--- config.mk ---
export PLATFORM = sky130hd
export DESIGN_NAME = pd_reset_seq
export DESIGN_NICKNAME = d
export VERILOG_FILES = /design/src/rtl/rsq_pkg.sv /design/src/rtl/rsq_timer.sv /design/src/rtl/rsq_regs.sv /design/src/rtl/rsq_release.sv /design/src/rtl/pd_reset_seq.sv
export SDC_FILE = /design/constraint.sdc
export NUM_CORES = 1
export LEC_CHECK = 0
export CORE_UTILIZATION = 35
export CTS_CLUSTER_SIZE = 30
export DETAILED_ROUTE_END_ITERATION = 16
export HOLD_SLACK_MARGIN = 0.12
export SLEW_MARGIN = 20
export SYNTH_ARGS = -nofsm -noshare
export SYNTH_HDL_FRONTEND = slang
export SYNTH_SLANG_ARGS = --single-unit
--- constraint.sdc ---
create_clock -name clk -period 1.9 [get_ports clk]
set_input_delay 0.38 -clock clk [delete_from_list [all_inputs] [get_ports clk]]
set_output_delay 0.38 -clock clk [all_outputs]
set_load 0.005 [all_outputs]
--- src/rtl/rsq_pkg.sv ---
package rsq_pkg;
  localparam int HOLD_CORE = 0;
  localparam int HOLD_MMU  = 1;
  localparam int HOLD_SEQ  = 2;
  localparam int NUM_HOLD  = 3;

  localparam int STS_COLD  = 0;
  localparam int STS_SEQ   = 1;
  localparam int NUM_STS   = 2;

  localparam int TMR_COLD  = 0;
  localparam int TMR_SEQ   = 1;
  localparam int NUM_TMR   = 2;

  typedef struct packed {
    logic seq;
    logic mmu;
    logic core;
    logic cold;
  } rst_bus_t;
endpackage

--- src/rtl/rsq_timer.sv ---
module rsq_timer #(
  parameter int W = 8
) (
  input  logic         clk,
  input  logic         rst_n,
  input  logic         run,
  input  logic [W-1:0] load_val,
  output logic         expired
);
  logic [W-1:0] cnt;

  // Reload every cycle the wait is inactive, so each new wait starts full.
  always_ff @(posedge clk) begin
    if (!rst_n) begin
      cnt <= '0;
    end else if (!run) begin
      cnt <= load_val;
    end else if (cnt != '0) begin
      cnt <= cnt - 1'b1;
    end
  end

  assign expired = run && (cnt == '0);
endmodule

--- src/rtl/rsq_regs.sv ---
module rsq_regs
  import rsq_pkg::*;
#(
  parameter int                CW        = 8,
  parameter logic [CW-1:0]     COLD_INIT = 8'd4,
  parameter logic [CW-1:0]     SEQ_INIT  = 8'd4,
  parameter logic [NUM_HOLD-1:0] HOLD_INIT = 3'b100
) (
  input  logic                clk,
  input  logic                rst_n,
  input  logic                wake,
  input  logic                hold_we,
  input  logic [NUM_HOLD-1:0] hold_wdata,
  input  logic                cold_cnt_we,
  input  logic                seq_cnt_we,
  input  logic [CW-1:0]       cnt_wdata,
  input  logic                sts_clr_we,
  input  logic [NUM_STS-1:0]  sts_clr_data,
  input  logic [NUM_STS-1:0]  sts_set,
  output logic [NUM_HOLD-1:0] hold_q,
  output logic [CW-1:0]       cold_cnt,
  output logic [CW-1:0]       seq_cnt,
  output logic [NUM_STS-1:0]  sts_q
);
  logic [NUM_HOLD-1:0] hold_d;

  always_comb begin
    hold_d = hold_we ? hold_wdata : hold_q;
    if (wake) hold_d[HOLD_SEQ] = 1'b1;
  end

  always_ff @(posedge clk) begin
    if (!rst_n) begin
      hold_q   <= HOLD_INIT;
      cold_cnt <= COLD_INIT;
      seq_cnt  <= SEQ_INIT;
    end else begin
      hold_q <= hold_d;
      if (cold_cnt_we) cold_cnt <= cnt_wdata;
      if (seq_cnt_we)  seq_cnt  <= cnt_wdata;
    end
  end

  // A set and a clear in the same cycle: the set wins.
  for (genvar i = 0; i < NUM_STS; i++) begin : g_sts
    always_ff @(posedge clk) begin
      if (!rst_n) begin
        sts_q[i] <= 1'b0;
      end else if (sts_set[i]) begin
        sts_q[i] <= 1'b1;
      end else if (sts_clr_we && sts_clr_data[i]) begin
        sts_q[i] <= 1'b0;
      end
    end
  end
endmodule

--- src/rtl/rsq_release.sv ---
module rsq_release
  import rsq_pkg::*;
(
  input  logic                clk,
  input  logic                rst_n,
  input  logic                dom_on,
  input  logic                init_done,
  input  logic [NUM_HOLD-1:0] hold,
  input  logic                cold_exp,
  input  logic                seq_exp,
  output rst_bus_t            st,
  output logic                cold_rel,
  output logic                seq_rel
);
  logic done_seen;
  logic done_ok;
  logic mmu_rel;
  logic core_rel;

  // Done is latched so the warm resets survive the domain dropping it.
  assign done_ok  = done_seen || (!st.cold && init_done);
  assign cold_rel = dom_on && st.cold && cold_exp && !hold[HOLD_MMU];
  assign mmu_rel  = dom_on && st.mmu && done_ok;
  assign core_rel = dom_on && st.core && done_ok && !hold[HOLD_CORE];
  assign seq_rel  = dom_on && st.seq && seq_exp;

  always_ff @(posedge clk) begin
    if (!rst_n || !dom_on) begin
      st        <= '{seq: 1'b1, mmu: 1'b1, core: 1'b1, cold: 1'b1};
      done_seen <= 1'b0;
    end else begin
      if (cold_rel) st.cold <= 1'b0;
      if (mmu_rel)  st.mmu  <= 1'b0;
      if (core_rel) st.core <= 1'b0;
      if (seq_rel)  st.seq  <= 1'b0;
      if (!st.cold && init_done) done_seen <= 1'b1;
    end
  end
endmodule

--- src/rtl/pd_reset_seq.sv ---
module pd_reset_seq
  import rsq_pkg::*;
#(
  parameter int                  CNT_W         = 8,
  parameter logic [CNT_W-1:0]    COLD_CNT_RST  = 8'd4,
  parameter logic [CNT_W-1:0]    SEQ_CNT_RST   = 8'd4,
  parameter logic [NUM_HOLD-1:0] HOLD_RST      = 3'b100
) (
  input  logic                clk,
  input  logic                rst_n,
  input  logic                dom_on,
  input  logic                init_done,
  input  logic                hold_we,
  input  logic [NUM_HOLD-1:0] hold_wdata,
  input  logic                cold_cnt_we,
  input  logic                seq_cnt_we,
  input  logic [CNT_W-1:0]    cnt_wdata,
  input  logic                sts_clr_we,
  input  logic [NUM_STS-1:0]  sts_clr_data,
  output logic                cold_rst,
  output logic                core_rst,
  output logic                mmu_rst,
  output logic                seq_rst,
  output logic                dom_clk_en,
  output logic [NUM_HOLD-1:0] hold_q,
  output logic [NUM_STS-1:0]  sts_q
);
  logic                dom_q;
  logic                wake;
  rst_bus_t            st;
  logic                cold_rel;
  logic                seq_rel;
  logic [CNT_W-1:0]    cold_cnt;
  logic [CNT_W-1:0]    seq_cnt;
  logic [NUM_STS-1:0]  sts_set;
  logic [NUM_TMR-1:0]  tmr_run;
  logic [NUM_TMR-1:0]  tmr_exp;
  logic [CNT_W-1:0]    tmr_load [NUM_TMR];

  always_ff @(posedge clk) begin
    if (!rst_n) dom_q <= 1'b0;
    else        dom_q <= dom_on;
  end

  assign wake       = dom_on && !dom_q;
  assign dom_clk_en = dom_q;

  assign sts_set[STS_COLD] = cold_rel;
  assign sts_set[STS_SEQ]  = seq_rel;

  rsq_regs #(
    .CW        (CNT_W),
    .COLD_INIT (COLD_CNT_RST),
    .SEQ_INIT  (SEQ_CNT_RST),
    .HOLD_INIT (HOLD_RST)
  ) u_regs (
    .clk          (clk),
    .rst_n        (rst_n),
    .wake         (wake),
    .hold_we      (hold_we),
    .hold_wdata   (hold_wdata),
    .cold_cnt_we  (cold_cnt_we),
    .seq_cnt_we   (seq_cnt_we),
    .cnt_wdata    (cnt_wdata),
    .sts_clr_we   (sts_clr_we),
    .sts_clr_data (sts_clr_data),
    .sts_set      (sts_set),
    .hold_q       (hold_q),
    .cold_cnt     (cold_cnt),
    .seq_cnt      (seq_cnt),
    .sts_q        (sts_q)
  );

  // Wait conditions: cold waits on the clock being back, the sequencer
  // waits on its hold bit being clear and on the MMU reset having gone.
  assign tmr_run[TMR_COLD]  = dom_q && st.cold;
  assign tmr_run[TMR_SEQ]   = dom_q && st.seq && !st.mmu && !hold_q[HOLD_SEQ];
  assign tmr_load[TMR_COLD] = cold_cnt;
  assign tmr_load[TMR_SEQ]  = seq_cnt;

  for (genvar g = 0; g < NUM_TMR; g++) begin : g_tmr
    rsq_timer #(.W(CNT_W)) u_tmr (
      .clk      (clk),
      .rst_n    (rst_n),
      .run      (tmr_run[g]),
      .load_val (tmr_load[g]),
      .expired  (tmr_exp[g])
    );
  end

  rsq_release u_rel (
    .clk       (clk),
    .rst_n     (rst_n),
    .dom_on    (dom_on),
    .init_done (init_done),
    .hold      (hold_q),
    .cold_exp  (tmr_exp[TMR_COLD]),
    .seq_exp   (tmr_exp[TMR_SEQ]),
    .st        (st),
    .cold_rel  (cold_rel),
    .seq_rel   (seq_rel)
  );

  // Loss of power asserts every reset without waiting for a clock edge.
  assign cold_rst = st.cold || !dom_on;
  assign core_rst = st.core || !dom_on;
  assign mmu_rst  = st.mmu  || !dom_on;
  assign seq_rst  = st.seq  || !dom_on;
endmodule

## Yosys cells after proc, flatten, opt, wreduce, memory -nomap -nowiden

Cells that the tools add are included.

- Register bits: 43
- Bits in latches: 0
- Bits in writable memories: 0
- Memory bits (read-only): 0
- Input port bits: 21
- Output and inout bits: 10
- Word-level logic and storage cells: 68
- Memories: 0

- $add $sub $neg: 2
- Multiply operators: 0
- Div/mod/pow operators: 0
- Order comparisons: 0
- Eq/ne operators: 2
- Shifts and indexed selects: 0
- Multiplexer cells: 8
- Bitwise logic cells: 1
- Reduce and logical (&&, ||, !) cells: 41

Operators by type and width:

| cell | count |
|---|---|
| $mux 8 | 4 |
| $logic_and 1x1->1 | 20 |
| $logic_not 8->1 | 2 |
| $reduce_bool 8->1 | 2 |
| $sub 8x1->8 const B | 2 |
| $logic_not 1->1 | 8 |
| $logic_or 1x1->1 | 6 |
| $mux 1 | 4 |
| $ne 2x2->1 const B | 2 |
| $reduce_bool 2->1 | 2 |
| $reduce_or 2->1 | 1 |
| $not 1->1 | 1 |

## Depth between registers and ports, before layout

- Depth after elaboration: 6
- Mapped depth: 6
- Depth with buffers taken out: 6

## Modules after synthesis

From an unflattened synthesis, not the netlist that was laid out.

- Cell total of the unflattened synthesis: 212
- Area, all modules: 2,083.2 µm²

By module, submodules not included:

| module | instances | cells each | area each (µm²) | seq. area each (µm²) |
|---|---|---|---|---|
| rsq_timer | 2 | 57 | 510.5 | 160.2 |
| rsq_regs | 1 | 69 | 792.0 | 420.4 |
| rsq_release | 1 | 20 | 192.7 | 100.1 |
| pd_reset_seq | 1 | 9 | 77.6 | 20.0 |

## Worst setup path before layout

OpenSTA, ideal clock, no wires.

- Path kind: register to register
- Start point: reg g_tmr[1].u_tmr.cnt[3]
- End point: reg g_tmr[1].u_tmr.cnt[1]
- Setup time: 0.128 ns
- Arrival: 1.229 ns
- Data required time: 1.772 ns
- Path slack: 0.544 ns
- Cell stages (with the launch flop): 4
- Path buffers: 0
- Clock period less this slack: 1.356 ns
- Path through: dfxtp_1 -> or4_4 -> o311ai_1 -> a21oi_1

- Word-level cells in the longest chain between the ends: 2

Ends and longest elaborated chain:

| what | line | RTL |
|---|---|---|
| start, declared | rsq_timer.sv:10 | `logic [W-1:0] cnt;` |
| start signal, assigned | rsq_timer.sv:17 | `cnt <= load_val;` |
| start signal, assigned | rsq_timer.sv:19 | `cnt <= cnt - 1'b1;` |
| $reduce_bool 8->1 | rsq_timer.sv:18 | `end else if (cnt != '0) begin` |
| $ne 2x2->1 (no source line) | - |  |

No other way between the ends.
A chain may end at the register's enable or synchronous reset.

## Final worst setup path

- Start point: reg, netlist name u_rel.st[2]
- End point: out mmu_rst

- Word-level cells in the longest chain between the ends: 1

Ends and longest elaborated chain:

| what | line | RTL |
|---|---|---|
| $logic_or 1x1->1 | pd_reset_seq.sv:107 | `assign mmu_rst = st.mmu \|\| !dom_on;` |
| end, declared | pd_reset_seq.sv:22 | `output logic mmu_rst,` |

No other way between the ends.

==> qor.yml <==
synthesis:
  synthTopCellsByArea: "dfxtp_1 (46%), mux2i_1 (10%), nor2_1 (7.1%), a211oi_1 (4.1%), nand2b_1 (3.7%)"
  yosys.cell_count.top_type: "dfxtp_1"
  syn_avg_cell_area_um2: 9.259
  ys_warn_count: 0
  synth_area_leader_cell: "dfxtp_1"
  ys_ff_latch: 43
  ys.flop_type: "dfxtp_1"
  synth_edf_count: 0
  synthDominantCellAreaShare: 0.4649
  synthDistinctLibCells: 35
  synth_seq_area_share: 0.4649
  synth_nets: 225
  synthArstFlopShare: 0
  synthTopCellsByCount: "dfxtp_1 (43), nor2_1 (35), mux2i_1 (19)"
  synthCells: 200
  syn_area_um2: 1852
sta:
  fin_crit_ns: 1.657
  slew_headroom: 0.6698
  worst_pin_slew_ns: 0.4937
  finClkSkew_ns: 0.003650
  finalHoldViolCount: 0
  rsz0062_at_grt: "false"
  setup_tns_ns: 0
  fin_crit_sh: 0.8720
  fmax_mhz: 603.6
  drv_slew: 0
  finalSetupViolations: 0
run_status:
  outcome: "finished clean"
routing:
  dr.pass1.iters: 4
  drt-total-wl_um: 3726
  num_vias: 1433
  vias_per_cell: 4.698
  drc: 0
  ant_nets: 0
  avgRoutedWirePerCell_um: 12.22
  drtIter0Drc: 92
setup_path:
  reg2reg_to: "g_tmr[0].u_tmr.cnt[7]"
  reg2reg_from: "g_tmr[0].u_tmr.cnt[0]"
  worstSetupPathType: "flip-flop to output pin"
  cp_cell_sequence: "nand2b_1 -> clkdlybuf4s50_1"
  slowest_stage: "clkdlybuf4s50_1"
  arrival_ns: 1.28
  r2r_slack_ns: 0.27
  cp.required_ns: 1.52
  slowest_delay_ns: 0.49
  worstPathMaxFanout: 3
  start_kind: "flip-flop"
  reg2regPathDepth: 6
  endpoint_kind: "output pin"
global_routing:
  track_usage: 0.1498
  grt_max_degree: 18
  grt.overflow.total: 0
  grt_pass1_vias: 1359
  grt_pass1_wl_um: 6244
  antenna_found_initial: 0
clock_tree:
  clockRootBuffer: "clkbuf_8"
  clock_sinks: 43
  clk_path_buf_depth: 2
  cts_resized: 0
  clk_pin_slew_ns: 0.08
  cts_setup_buffers: 0
  cts_inserted_buffers: 5
  cts_tree: "yes"
  htreeDepth: 2
  cts_hold_buf: 0
  clock_latency_ns: 0.29
floorplanning:
  rows: 26
  chipHeight_um: 74.74
  die-area_um2: 5585
  die_w_um: 74.74
  ios: 31
  core-area_um2: 5107
  initial_core_util: 0.3626
layout:
  synthToLayoutAreaGrowth_pct: 27.43
  instances_no_fill: 305
  drive_gt1_frac: 0.06809
  nets: 260
  n_antenna_cell: 0
  fillCellCount: 529
placed_design:
  hpwlAfterDp_um: 2743
  gp_congestion: 0.7257
  dp_cells: 298
  port_buffers: 30
run:
  cap_violations: 0
min_path:
  min_to: "g_tmr[0].u_tmr.cnt[0]"
  hold-path-cell-count: 2
  hp-class: "flip-flop to flip-flop"
  hp-start: "u_regs.cold_cnt[0]"
power:
  leakagePower_nw: 0.9392
  ir_drop_mv: 0.3700
  power_density_nw_per_um2: 823.9
==> cell type report <==
class / count / area (um2) / share of cell area
clock inverter: 1 / 30.03 / 0.01273
tap: 70 / 87.58 / 0.03712
inverter: 7 / 26.28 / 0.01113
multi-input combinational: 142 / 934.6 / 0.3961
sequential: 43 / 860.8 / 0.3648
clock buffer: 6 / 72.57 / 0.03075
timing repair buffer: 36 / 347.8 / 0.1474
==> routing by layer <==
metal  part of all wire  vias to the layer above  global-route usage
met5                  0                        -                   0
met2               0.42                       43              0.2242
li1                   -                      756                   -
met3              0.075                        9             0.04953
met1               0.50                      625              0.2003
met4              0.014                        0             0.05660
==> report_power, final <==
part / switching, mW / internal (mW)
logic: 0.129 / 0.150
registers: 0.0395 / 0.948
clock network: 0.292 / 0.385
==> cells by family after synthesis <==
kind of cell | synth area share
DFF | 0.4649
adders and majority gates | 0.02703
AOI/OAI and AO/OA | 0.1007
xor gates and xnor gates | 0.04730
buffers and inverters | 0.03378
and+or+nand+nor | 0.2237
muxes | 0.1027
==> layout by cell type (no fill, tap or decap), types with 3 or more instances in the layout <==
cell type,instances
clkdlybuf4s50_1,29
a21oi_1,3
nand2_1,16
mux2i_1,19
inv_1,6
nor4_1,3
clkbuf_8,5
nor2_1,35
xnor2_1,6
nand3_1,6
a211oi_1,10
ha_1,4
buf_4,6
xor2_1,4
dfxtp_1,43
nand2b_1,11
==> registers in the layout, indices dropped and copies added (netlist names) <==
name             flops
g_tmr.u_tmr.cnt     16
u_regs.cold_cnt      8
u_regs.seq_cnt       8
u_rel.st             4
u_regs.hold_q        3
u_regs.sts_q         2
dom_clk_en           1
u_rel.done_seen      1
==> worst max path at each step <==
stage,from,endpoint
detailed placement,dom_on,core_rst
floorplan,g_tmr[1].u_tmr.cnt[3],g_tmr[1].u_tmr.cnt[1]
finish,u_rel.st[2],mmu_rst
CTS,dom_on,core_rst
global placement,dom_on,seq_rst
global route,g_tmr[0].u_tmr.cnt[0],g_tmr[0].u_tmr.cnt[7]
==> per-stage QoR <==
step | cell area, um2 | utilization | power [mW] | hold WS [ns] | setup slack [ns]
2_1_floorplan | 1852 | - | 1.186 | 0.4385 | 0.5438
3_3_place_gp | 2255 | 0.4415 | 1.289 | 0.4597 | 0.07134
3_5_place_dp | 2255 | 0.4415 | 1.290 | 0.4642 | 0.05728
4_1_cts | 2357 | 0.4615 | 1.965 | 0.4758 | 0.05245
5_1_grt | 2360 | 0.4620 | 2.045 | 0.5059 | 0.1093
6_report | 2360 | 0.4620 | 1.944 | 0.4747 | 0.2432
==> critical path: cells and delay by family, from the launching register on <==
kind / cells / cell delay, ns
buffers and inverters: 1 / 0.49
DFF: 1 / 0.38
and+or+nand+nor: 1 / 0.12
No activity file was read; power rests on OpenSTA's default activity.
